[src/rtl/csr_perm_pkg.sv]
// Package: shared constants and types for the register access permission checker.
// Assumes a 12-bit register address space and a 2-bit privilege encoding.
package csr_perm_pkg;

    localparam int ADDR_W = 12;
    localparam int PRIV_W = 2;

    // Privilege encodings; anything at or above PRIV_M_MIN counts as machine.
    localparam logic [PRIV_W-1:0] PRIV_U     = 2'd0;
    localparam logic [PRIV_W-1:0] PRIV_S     = 2'd1;
    localparam logic [PRIV_W-1:0] PRIV_M_MIN = 2'd2;

    // Floating-point register window.
    localparam logic [ADDR_W-1:0] FP_FIRST = 12'h001;
    localparam logic [ADDR_W-1:0] FP_LAST  = 12'h003;

    // Counter windows (low halves, and high halves for 32-bit cores).
    localparam logic [ADDR_W-1:0] CNT_LO_BASE = 12'hC00;
    localparam logic [ADDR_W-1:0] CNT_HI_BASE = 12'hC80;

    // Address-translation register.
    localparam logic [ADDR_W-1:0] XLATE_ADDR = 12'h180;

    // Floating-point state field values.
    localparam logic [1:0] FS_OFF   = 2'b00;
    localparam logic [1:0] FS_DIRTY = 2'b11;

    // Reason codes, listed in priority order.
    typedef enum logic [1:0] {
        RSN_OK    = 2'd0,
        RSN_FP    = 2'd1,
        RSN_CNT   = 2'd2,
        RSN_XLATE = 2'd3
    } reason_e;

endpackage

[src/rtl/csr_addr_class.sv]
// Module: csr_addr_class
// Sorts a register address into the rule sets the checker knows about.
// Assumes CNT_N is a power of two and the counter windows are aligned to CNT_N.
// The high counter window is recognised only when XLEN is 32.
module csr_addr_class
    import csr_perm_pkg::*;
#(
    parameter int XLEN  = 32,
    parameter int CNT_N = 32,
    localparam int IDX_W = $clog2(CNT_N)
) (
    input  logic [ADDR_W-1:0] addr,
    output logic              is_fp,
    output logic              is_cnt,
    output logic              is_xlate,
    output logic [IDX_W-1:0]  cnt_idx
);

    localparam int TOP_W = ADDR_W - IDX_W;

    localparam logic [TOP_W-1:0] LO_TOP = CNT_LO_BASE[ADDR_W-1:IDX_W];
    localparam logic [TOP_W-1:0] HI_TOP = CNT_HI_BASE[ADDR_W-1:IDX_W];

    logic lo_hit;
    logic hi_hit;

    // Floating-point and translation register matches.
    always_comb begin
        is_fp    = (addr >= FP_FIRST) && (addr <= FP_LAST);
        is_xlate = (addr == XLATE_ADDR);
    end

    // Low counter window match.
    always_comb lo_hit = (addr[ADDR_W-1:IDX_W] == LO_TOP);

    generate
        if (XLEN == 32) begin : g_hi_halves
            // High counter window match on 32-bit cores.
            always_comb hi_hit = (addr[ADDR_W-1:IDX_W] == HI_TOP);
        end else begin : g_no_hi_halves
            // Wider cores have no high-half counter registers.
            always_comb hi_hit = 1'b0;
        end
    endgenerate

    // Counter membership and the bit index into the enable masks.
    always_comb begin
        is_cnt  = lo_hit || hi_hit;
        cnt_idx = addr[IDX_W-1:0];
    end

endmodule

[config.mk]
export PLATFORM = sky130hd
export DESIGN_NAME = csr_addr_class
export DESIGN_NICKNAME = d
export VERILOG_FILES = /design/src/rtl/csr_perm_pkg.sv /design/src/rtl/csr_addr_class.sv
export SDC_FILE = /design/constraint.sdc
export NUM_CORES = 1
export LEC_CHECK = 0
export CAP_MARGIN = 20
export CORE_AREA = 2 2 39 41
export DETAILED_ROUTE_END_ITERATION = 6
export DIE_AREA = 0 0 41 43
export PLACE_DENSITY = 0.5
export SYNTH_ARGS = -nofsm -noshare
export SYNTH_HDL_FRONTEND = slang
export SYNTH_SLANG_ARGS = --single-unit
export TNS_END_PERCENT = 10
[constraint.sdc]
create_clock -name vclk -period 2.2
set_input_delay 0.33 -clock vclk [all_inputs]
set_output_delay 0.33 -clock vclk [all_outputs]
set_load 0.005 [all_outputs]
# After elaboration in Yosys (flattened, before gate mapping)
# Index checks and enable logic that the tools add are counted.
dict set report op_classes {
  order_cmp 2
  eq_ne 3
  reduce_logical 2
}
# cell n
set ops {}
lappend ops {{7-bit == test, second input constant} 2}
lappend ops {{12-bit by 9-bit == test with 1-bit output, second input constant} 1}
lappend ops {{12-bit by 1-bit greater-or-equal comparator with 1-bit output, second input constant} 1}
lappend ops {{12-bit by 2-bit less-or-equal comparator with 1-bit output, second input constant} 1}
lappend ops {{1-bit logical AND} 1}
lappend ops {{1-bit logical OR} 1}
dict set report totals {
  register_bits 0
  in_bits 12
  out_inout_bits 8
  word_cells 7
}

# Logic depth before layout (Yosys ltp)
# Gate-level depths: netlist of the first run.
dict set report depth {
  ltp_word 2
  mapped_depth 2
}

# Worst setup path before layout of the first run
# OpenSTA, ideal clock, no wires.
dict set report synth_timing {
  path_type {in2out}
  startpoint {in addr[10]}
  endpoint {out is_xlate}
  arrival_time_ps 1144
  required_time_ps 1870
  path_slack_ps 726
  cell_stages 2
  cell_sequence {or4_4 and4bb_2}
}
dict set report synth_between {
  elab_chain_len 1
}
# item line
set synth_lines {}
lappend synth_lines {{start, declared} csr_addr_class.sv:12} ;# input logic [ADDR_W-1:0] addr,
lappend synth_lines {{12-bit by 9-bit == test with 1-bit output} csr_addr_class.sv:30} ;# is_xlate = (addr == XLATE_ADDR);
lappend synth_lines {{end, declared} csr_addr_class.sv:15} ;# output logic is_xlate,
# Every way passes these cells.

# Final worst setup path of the first run
# Ends and elaborated chain as after synthesis.

==> results.cfg, run 1 <==
[place]
placed_area_sq_um = 293
io_buffers = 20
place_inst = 46
gp_congestion = 0.541

[layout]
design_area_sq_um = 295
layout.nets = 44
seq_cells = 0
drive_above_1_share_pct = 13.3
area_growth_pct = 168
utilization_pct = 21.3
clkbuf_count = 0
fin_cells = 46
nFillCells = 165
seqCellArea_sq_um = 0
multi_input_area_sq_um = 78.8
antenna_cells = 0

[detailed_routing]
drtIter0Drc = 0
wire_per_inst_um = 8.33
ant_nets = 0
drtPass1Iterations = 1
wl_um = 383
viasPerCell = 3.37
vias = 155
drc_errors = 0

[floorplanning]
rows = 14
core-area_sq_um = 1380
die_h_um = 43
start_util_pct = 7.96
die-area_sq_um = 1760
die_w_um = 41
ios = 20

[worst_setup_path]
setup.worst_path.class = in2out
required_ns = 1.87
path_max_fanout = 2
cp.arrival_ns = 1.82
crit_path_end_kind = primary output
cp-start-kind = input port

[run_status]
status = complete, no violations

[power]
power_per_cell_area_nw_per_um2 = 138
vdd_drop_max_v = 0.0000335
p_leak_nw = 0.112

[timing]
worst_pin_slew_ns = 0.203
period_share_pct = 97.6
period_minus_slack_ns = 2.15
final-setup-viol-count = 0
slew_violations = 0
rsz0062_at_grt = false
max_freq_ghz = 0.466
hold_viol_final = 0
maxSlewHeadroom_pct = 86.3

[synthesis]
yosysSeqAreaShare_pct = 0
ys_types = 11
ys_warn_count = 0
synth.avg_cell_area_sq_um = 7.34
synth_cells = 15
synth.cell_area_sq_um = 110
syn_nets = 27

[global_routing]
grt_pass1_wl_um = 517
grt_pass1_vias = 132
antenna_found_initial = 0
grt_max_degree = 4
overflow = 0
grtUsageTotal_pct = 3.90

[flow_run]
maxCapViolCount = 0

[clocking]
hold_buffers = 0

[min_path]
min_path_type = in2out
==> layer usage <==
layer	vias up	track usage, %	part of all wire, %
met5	-	0	0
met3	0	0.524	19
li1	81	-	-
met4	0	0	0
met1	62	5.38	37
met2	12	6.56	44
==> cell usage in the layout, fill, tap and decap left out <==
master / netlist / routed
o21bai_1: 1 / 1
nor4_2: 0 / 1
nand2_1: 1 / 1
dlygate4sd2_1: 0 / 3
nor2_1: 1 / 1
or2_2: 1 / 1
clkdlybuf4s50_1: 0 / 17
and4bb_2: 1 / 1
or4_4: 1 / 1
or3_1: 1 / 1
nor4bb_1: 1 / 1
nor3_1: 1 / 1
==> repair_timing <==
action,CTS,global route
gates resized for setup,4,0
buffers inserted,0,0
setup endpoints to repair,2,0
==> per-stage QoR <==
step           TNS, ns  setup WS (ns)  hold slack [ns]  power (mW)
4_1_cts              0         0.0485             1.44      0.0411
3_3_place_gp    -0.415         -0.211             1.52      0.0405
2_1_floorplan        0          0.726            0.696      0.0127
5_1_grt              0        0.00998             1.47      0.0441
6_report             0         0.0535             1.43      0.0407
3_5_place_dp    -0.450         -0.238             1.51      0.0403
==> worst paths after layout <==
kind                   end  cells after the start  slack, ns      from
setup / recovery  is_xlate                      4       0.05  addr[10]
hold / removal      is_cnt                      4       1.43  addr[10]
==> critical path, cell delays in order <==
cell	delay [ns]
clkdlybuf4s50_1	0.42
or4_4	0.54
and4bb_2	0.29
dlygate4sd2_1	0.23
==> logic make-up after synthesis <==
logic type / Yosys count / synth area share (%)
buffers and inverters: 5 / 34.1
AND/OR/NAND/NOR: 9 / 59.1
AO/OA/AOI/OAI: 1 / 6.82
==> cell usage after synthesis <==
cell type  n  share of area (%)
o21bai_1   1                6.8
nor4bb_1   1                9.1
nor2_1     1                3.4
nor3_1     1                4.5
and4bb_2   1                 11
or3_1      1                5.7
buf_4      5                 34
nand2_1    1                3.4
nor4_1     1                5.7
or4_4      1                 10
or2_2      1                5.7
==> cell type report <==
cell class,instances,share of cell area [%]
multi-input cells,10,26.7
well taps,16,6.78
repair buffers,20,66.5
==> power by group <==
group	switching [mW]	total (mW)	internal [mW]
logic	0.0104	0.0407	0.0303
clock network	0	0	0
registers	0	0	0
Note: power is estimated with default switching activity, not from simulation.
==> run 2: changes to the inputs <==
--- a/config.mk
+++ b/config.mk
@@ -6,9 +6,10 @@
 export NUM_CORES = 1
 export LEC_CHECK = 0
+export ABC_AREA = 1
 export CAP_MARGIN = 20
 export CORE_AREA = 2 2 39 41
 export DETAILED_ROUTE_END_ITERATION = 6
 export DIE_AREA = 0 0 41 43
-export PLACE_DENSITY = 0.5
+export PLACE_DENSITY = 0.54
 export SYNTH_ARGS = -nofsm -noshare
 export SYNTH_HDL_FRONTEND = slang
==> constraint.sdc (replaced) <==
create_clock -name vclk -period 2.2
set_input_delay 0.55 -clock vclk [all_inputs]
set_output_delay 0.55 -clock vclk [all_outputs]
set_load 0.005 [all_outputs]
==> run 2 against run 1 <==
Compared with the run above: cell count grew 46%; global-route usage rose by 0.30 points; fmax increased by 2.3%; via count increased by 40%; clock-buffer cell count unchanged; setup slack better by 0.048 ns.
==> results.cfg, run 2 <==
[power]
p_sw_mw = 0.0135
clkPwrFrac_pct = 0
p_leak_nw = 0.174
intPower_mw = 0.0304
seq_power_share_pct = 0
power.total_mw = 0.0439
power_per_cell_area_nw_per_um2 = 129
vdd_drop_max_v = 0.0000287
p_comb_share_pct = 100.0
p_sw_share_pct = 30.8

[detailed_routing]
wl_um = 367
vias = 217
drtPass1Iterations = 2
wire_per_inst_um = 5.48
ant_nets = 0
drtIter0Drc = 4
viasPerCell = 3.24
drc_errors = 0

[global_routing]
antenna_found_initial = 0
grt_pass1_vias = 175
overflow = 0
grt_pass1_wl_um = 572
top_usage_layer = met2
grtUsageTotal_pct = 4.20
grt_max_degree = 4
use_met3_pct = 0
met2_usage_pct = 8.44
gr-usage-met1_pct = 4.75

[synthesis]
yosysSeqAreaShare_pct = 0
synth_top_cell_area_share_pct = 28.3
ys_types = 7
syn_nets = 48
yosys.area.top_type = inv_1
synth_common_cells = 12 x inv_1, 10 x nand2_1, 6 x nor2_1
ys_top_cells_by_area = inv_1 28%, buf_4 24%, nand2_1 24%, nor2_1 14%, nor2_2 3.9%
ys_warn_count = 0
synth.avg_cell_area_sq_um = 4.41
synth.cell_area_sq_um = 159
synth_most_common_cell = inv_1
synth_cells = 36

[worst_setup_path]
slowest_delay_ns = 0.41
slowest_stage = clkdlybuf4s50_1
cp.arrival_ns = 1.55
cp_cell_sequence = clkdlybuf4s50_1, inv_1, nand2_1, nor2_2, inv_1, nor2_1, dlygate4sd2_1
path_max_fanout = 2
setup.worst_path.class = in2out
crit_path_end_kind = primary output
cp-start-kind = input port
crit_top_cell = inv_1
required_ns = 1.65

[floorplanning]
die_h_um = 43
start_util_pct = 11.5
ios = 20
core-area_sq_um = 1380
rows = 14
die_w_um = 41
die-area_sq_um = 1760

[place]
io_buffers = 20
place_inst = 67
dpl_worst_slack_ns = -0.198
placed_area_sq_um = 342
dp_hpwl_um = 362
gp_congestion = 0.627

[layout]
layout.cells.most_common = clkdlybuf4s50_1
utilization_pct = 24.5
seq_cells = 0
antenna_cells = 0
drive_above_1_share_pct = 1.96
final_cell_mix = 17 x clkdlybuf4s50_1, 12 x inv_1, 10 x nand2_1
seqCellArea_sq_um = 0
design_area_sq_um = 339
clkbuf_count = 0
multi_input_area_sq_um = 76.3
nFillCells = 171
area_growth_pct = 113
fin_cells = 67
layout.nets = 65

[timing]
maxSlewHeadroom_pct = 90.4
worst_pin_slew_ns = 0.142
slew_violations = 0
period_share_pct = 95.4
fin_ws_ns = 0.102
max_freq_ghz = 0.477
period_minus_slack_ns = 2.10
rsz0062_at_grt = false
hold_viol_final = 0
final-setup-viol-count = 0

[clocking]
post_cts_buffers = 0

[flow_run]
maxCapViolCount = 0

[min_path]
min_path_type = in2out

[run_status]
status = complete, no violations
## run 2: cell types whose count changed after synthesis, sizes merged
| cell | delta |
|---|---|
| nand2 | +9 |
| or2 | -1 |
| inv | +12 |
| or3 | -1 |
| and4bb | -1 |
| nor4bb | -1 |
| o21bai | -1 |
| nand3 | +1 |
| nor4 | -1 |
| or4 | -1 |
| nor2 | +6 |
## run 2: kinds of logic (layout without fill, tap and decap cells)
group	Yosys count	in the layout	synth area share, %
simple gates	19	19	48.0
buf+inv	17	32	52.0
## run 2: worst paths after layout
| kind | from | endpoint | slack (ns) | cells past startpoint |
|---|---|---|---|---|
| worst max-delay path | addr[11] | is_xlate | 0.10 | 7 |
| worst min-delay path | addr[11] | is_cnt | 1.89 | 4 |
## run 2: per-layer routing
metal,up-vias,part of all wire [%]
met3,0,15
met2,11,45
met1,80,40
met5,-,0
li1,126,-
met4,0,0
## run 2: area by class of cell
class	instances	area share (%)
Inverter	12	13.3
Multi-Input combinational cell	19	22.5
Tap cell	16	5.90
Timing Repair Buffer	20	58.3
## run 2: stage by stage
stage                     setup TNS, ns  hold slack, ns
final                                 0            1.89
after detailed placement         -0.532            1.96
after global routing                  0            1.94
after global placement           -0.518            1.95
after floorplan                       0            1.14
after CTS                             0            1.91
## run 2: worst max-delay path: cells and delay by family
| family | cells | cell delay (ns) |
|---|---|---|
| buffers and inverters | 4 | 0.74 |
| and+or+nand+nor | 3 | 0.24 |
## run 2: power by group through the flow
stage | clock network (mW) | logic [mW] | registers [mW]
floorplan | 0 | 0.0172 | 0
global placement | 0 | 0.0443 | 0
detailed placement | 0 | 0.0447 | 0
CTS | 0 | 0.0447 | 0
global route | 0 | 0.0488 | 0
finish | 0 | 0.0439 | 0
## run 2: repair_timing
| item | 4_1_cts | 5_1_grt |
|---|---|---|
| setup endpoints to repair | 3 | 1 |
| hold buffers | 0 | 0 |
| hold endpoints to repair | 0 | 0 |
| gates cloned | 0 | 0 |
| resized for setup | 3 | 1 |
==> run 3: changes to the inputs <==
- RECOVER_POWER: not set -> 25
==> run 3 against run 2 <==
Compared with the run above: clock-buffer cell count stayed put; cell area stayed put; non-clock buffer count unchanged.
==> results.cfg, run 3 (same netlist as run 2, synthesis figures left out) <==
[layout]
antenna_cells = 0
final_cell_mix = 16 x clkdlybuf4s50_1, 12 x inv_1, 10 x nand2_1
drive_above_1_share_pct = 1.96
fin_cells = 67
layout.cells.most_common = clkdlybuf4s50_1
layout.nets = 65
seqCellArea_sq_um = 0
clkbuf_count = 0
utilization_pct = 24.5
area_growth_pct = 113
seq_cells = 0

[global_routing]
grt_max_degree = 4
grt_pass1_wl_um = 572
grtUsageTotal_pct = 4.20
overflow = 0
antenna_found_initial = 0
grt_pass1_vias = 175

[floorplanning]
rows = 14
core-area_sq_um = 1380
die_w_um = 41
die-area_sq_um = 1760
start_util_pct = 11.5
die_h_um = 43
ios = 20

[power]
power_per_cell_area_nw_per_um2 = 128
p_comb_share_pct = 100.0
vdd_drop_max_v = 0.0000287
intPower_mw = 0.0300
seq_power_share_pct = 0
clkPwrFrac_pct = 0
p_sw_mw = 0.0135
p_sw_share_pct = 31.0
p_leak_nw = 0.175

[place]
dp_hpwl_um = 362
place_inst = 67
gp_congestion = 0.627
io_buffers = 20
dpl_worst_slack_ns = -0.198

[worst_setup_path]
critPathBufInv = 2
setup.worst_path.class = in2out
cp.arrival_ns = 1.59
cp_num_cells = 2
critical-path-top-delay-family = buffers and inverters
cp-endpoint = cnt_idx[2]
required_ns = 1.65
path_max_fanout = 2
cp-start-kind = input port
crit_path_end_kind = primary output
slowest_delay_ns = 0.57
crit_start = addr[2]
slowest_stage = dlygate4sd3_1
cp_cell_sequence = clkdlybuf4s50_1, dlygate4sd3_1

[detailed_routing]
wl_um = 366
viasPerCell = 3.24
vias = 217
wire_per_inst_um = 5.46
ant_nets = 0
drtIter0Drc = 1
drtPass1Iterations = 2
drc_errors = 0

[timing]
final-setup-viol-count = 0
maxSlewHeadroom_pct = 90.4
fin_ws_ns = 0.0639
slew_violations = 0
max_freq_ghz = 0.468
period_minus_slack_ns = 2.14
period_share_pct = 97.1
rsz0062_at_grt = false
hold_slack_ns = 1.89
worst_pin_slew_ns = 0.142
hold_viol_final = 0

[flow_run]
maxCapViolCount = 0

[run_status]
status = complete, no violations

[min_path]
min_path_type = in2out
==> run 3: cell count changes in the layout (fill, tap and decap cells not counted) <==
cell             change
clkdlybuf4s50_1      -1
dlygate4sd3_1        +1
==> run 3: power groups by stage <==
stage	registers [mW]	clock network (mW)	logic, mW
finish	0	0	0.0435
global route	0	0	0.0484
CTS	0	0	0.0447
detailed placement	0	0	0.0447
global placement	0	0	0.0443
floorplan	0	0	0.0172
==> run 3: metal layers <==
| layer | global-route usage [%] | part of all wire, % |
|---|---|---|
| met5 | 0 | 0 |
| met2 | 8.44 | 45 |
| met3 | 0 | 15 |
| met1 | 4.75 | 40 |
| met4 | 0 | 0 |
==> run 3: per-stage QoR <==
step	power (mW)	area, sq um	setup TNS (ns)
2_1_floorplan	0.0172	159	0
3_3_place_gp	0.0443	342	-0.518
3_5_place_dp	0.0447	342	-0.532
4_1_cts	0.0447	338	0
5_1_grt	0.0484	339	0
6_report	0.0435	339	0
==> run 3: cell type report <==
| class | count | area, sq um |
|---|---|---|
| well taps | 16 | 20.0 |
| repair buffers | 20 | 198 |
| inverters | 12 | 45.0 |
| fillers | 171 | 1040 |
| multi-input cells | 19 | 76.3 |
==> run 3: repair_timing <==
item                       in CTS  in global routing
pin swaps                       0                  0
buffers inserted                0                  0
setup endpoints to repair       3                  1
hold buffers                    0                  0
gates resized for setup         3                  1
==> run 3: worst min path at each step <==
stage                     startpoint         end  slack (ns)  cells after the start
after floorplan              addr[6]      is_cnt        1.14                      1
after global placement       addr[1]  cnt_idx[1]        1.95                      2
after detailed placement     addr[1]  cnt_idx[1]        1.96                      2
after CTS                   addr[10]      is_cnt        1.91                      4
after global routing         addr[6]      is_cnt        1.94                      3
final                       addr[11]      is_cnt        1.89                      4
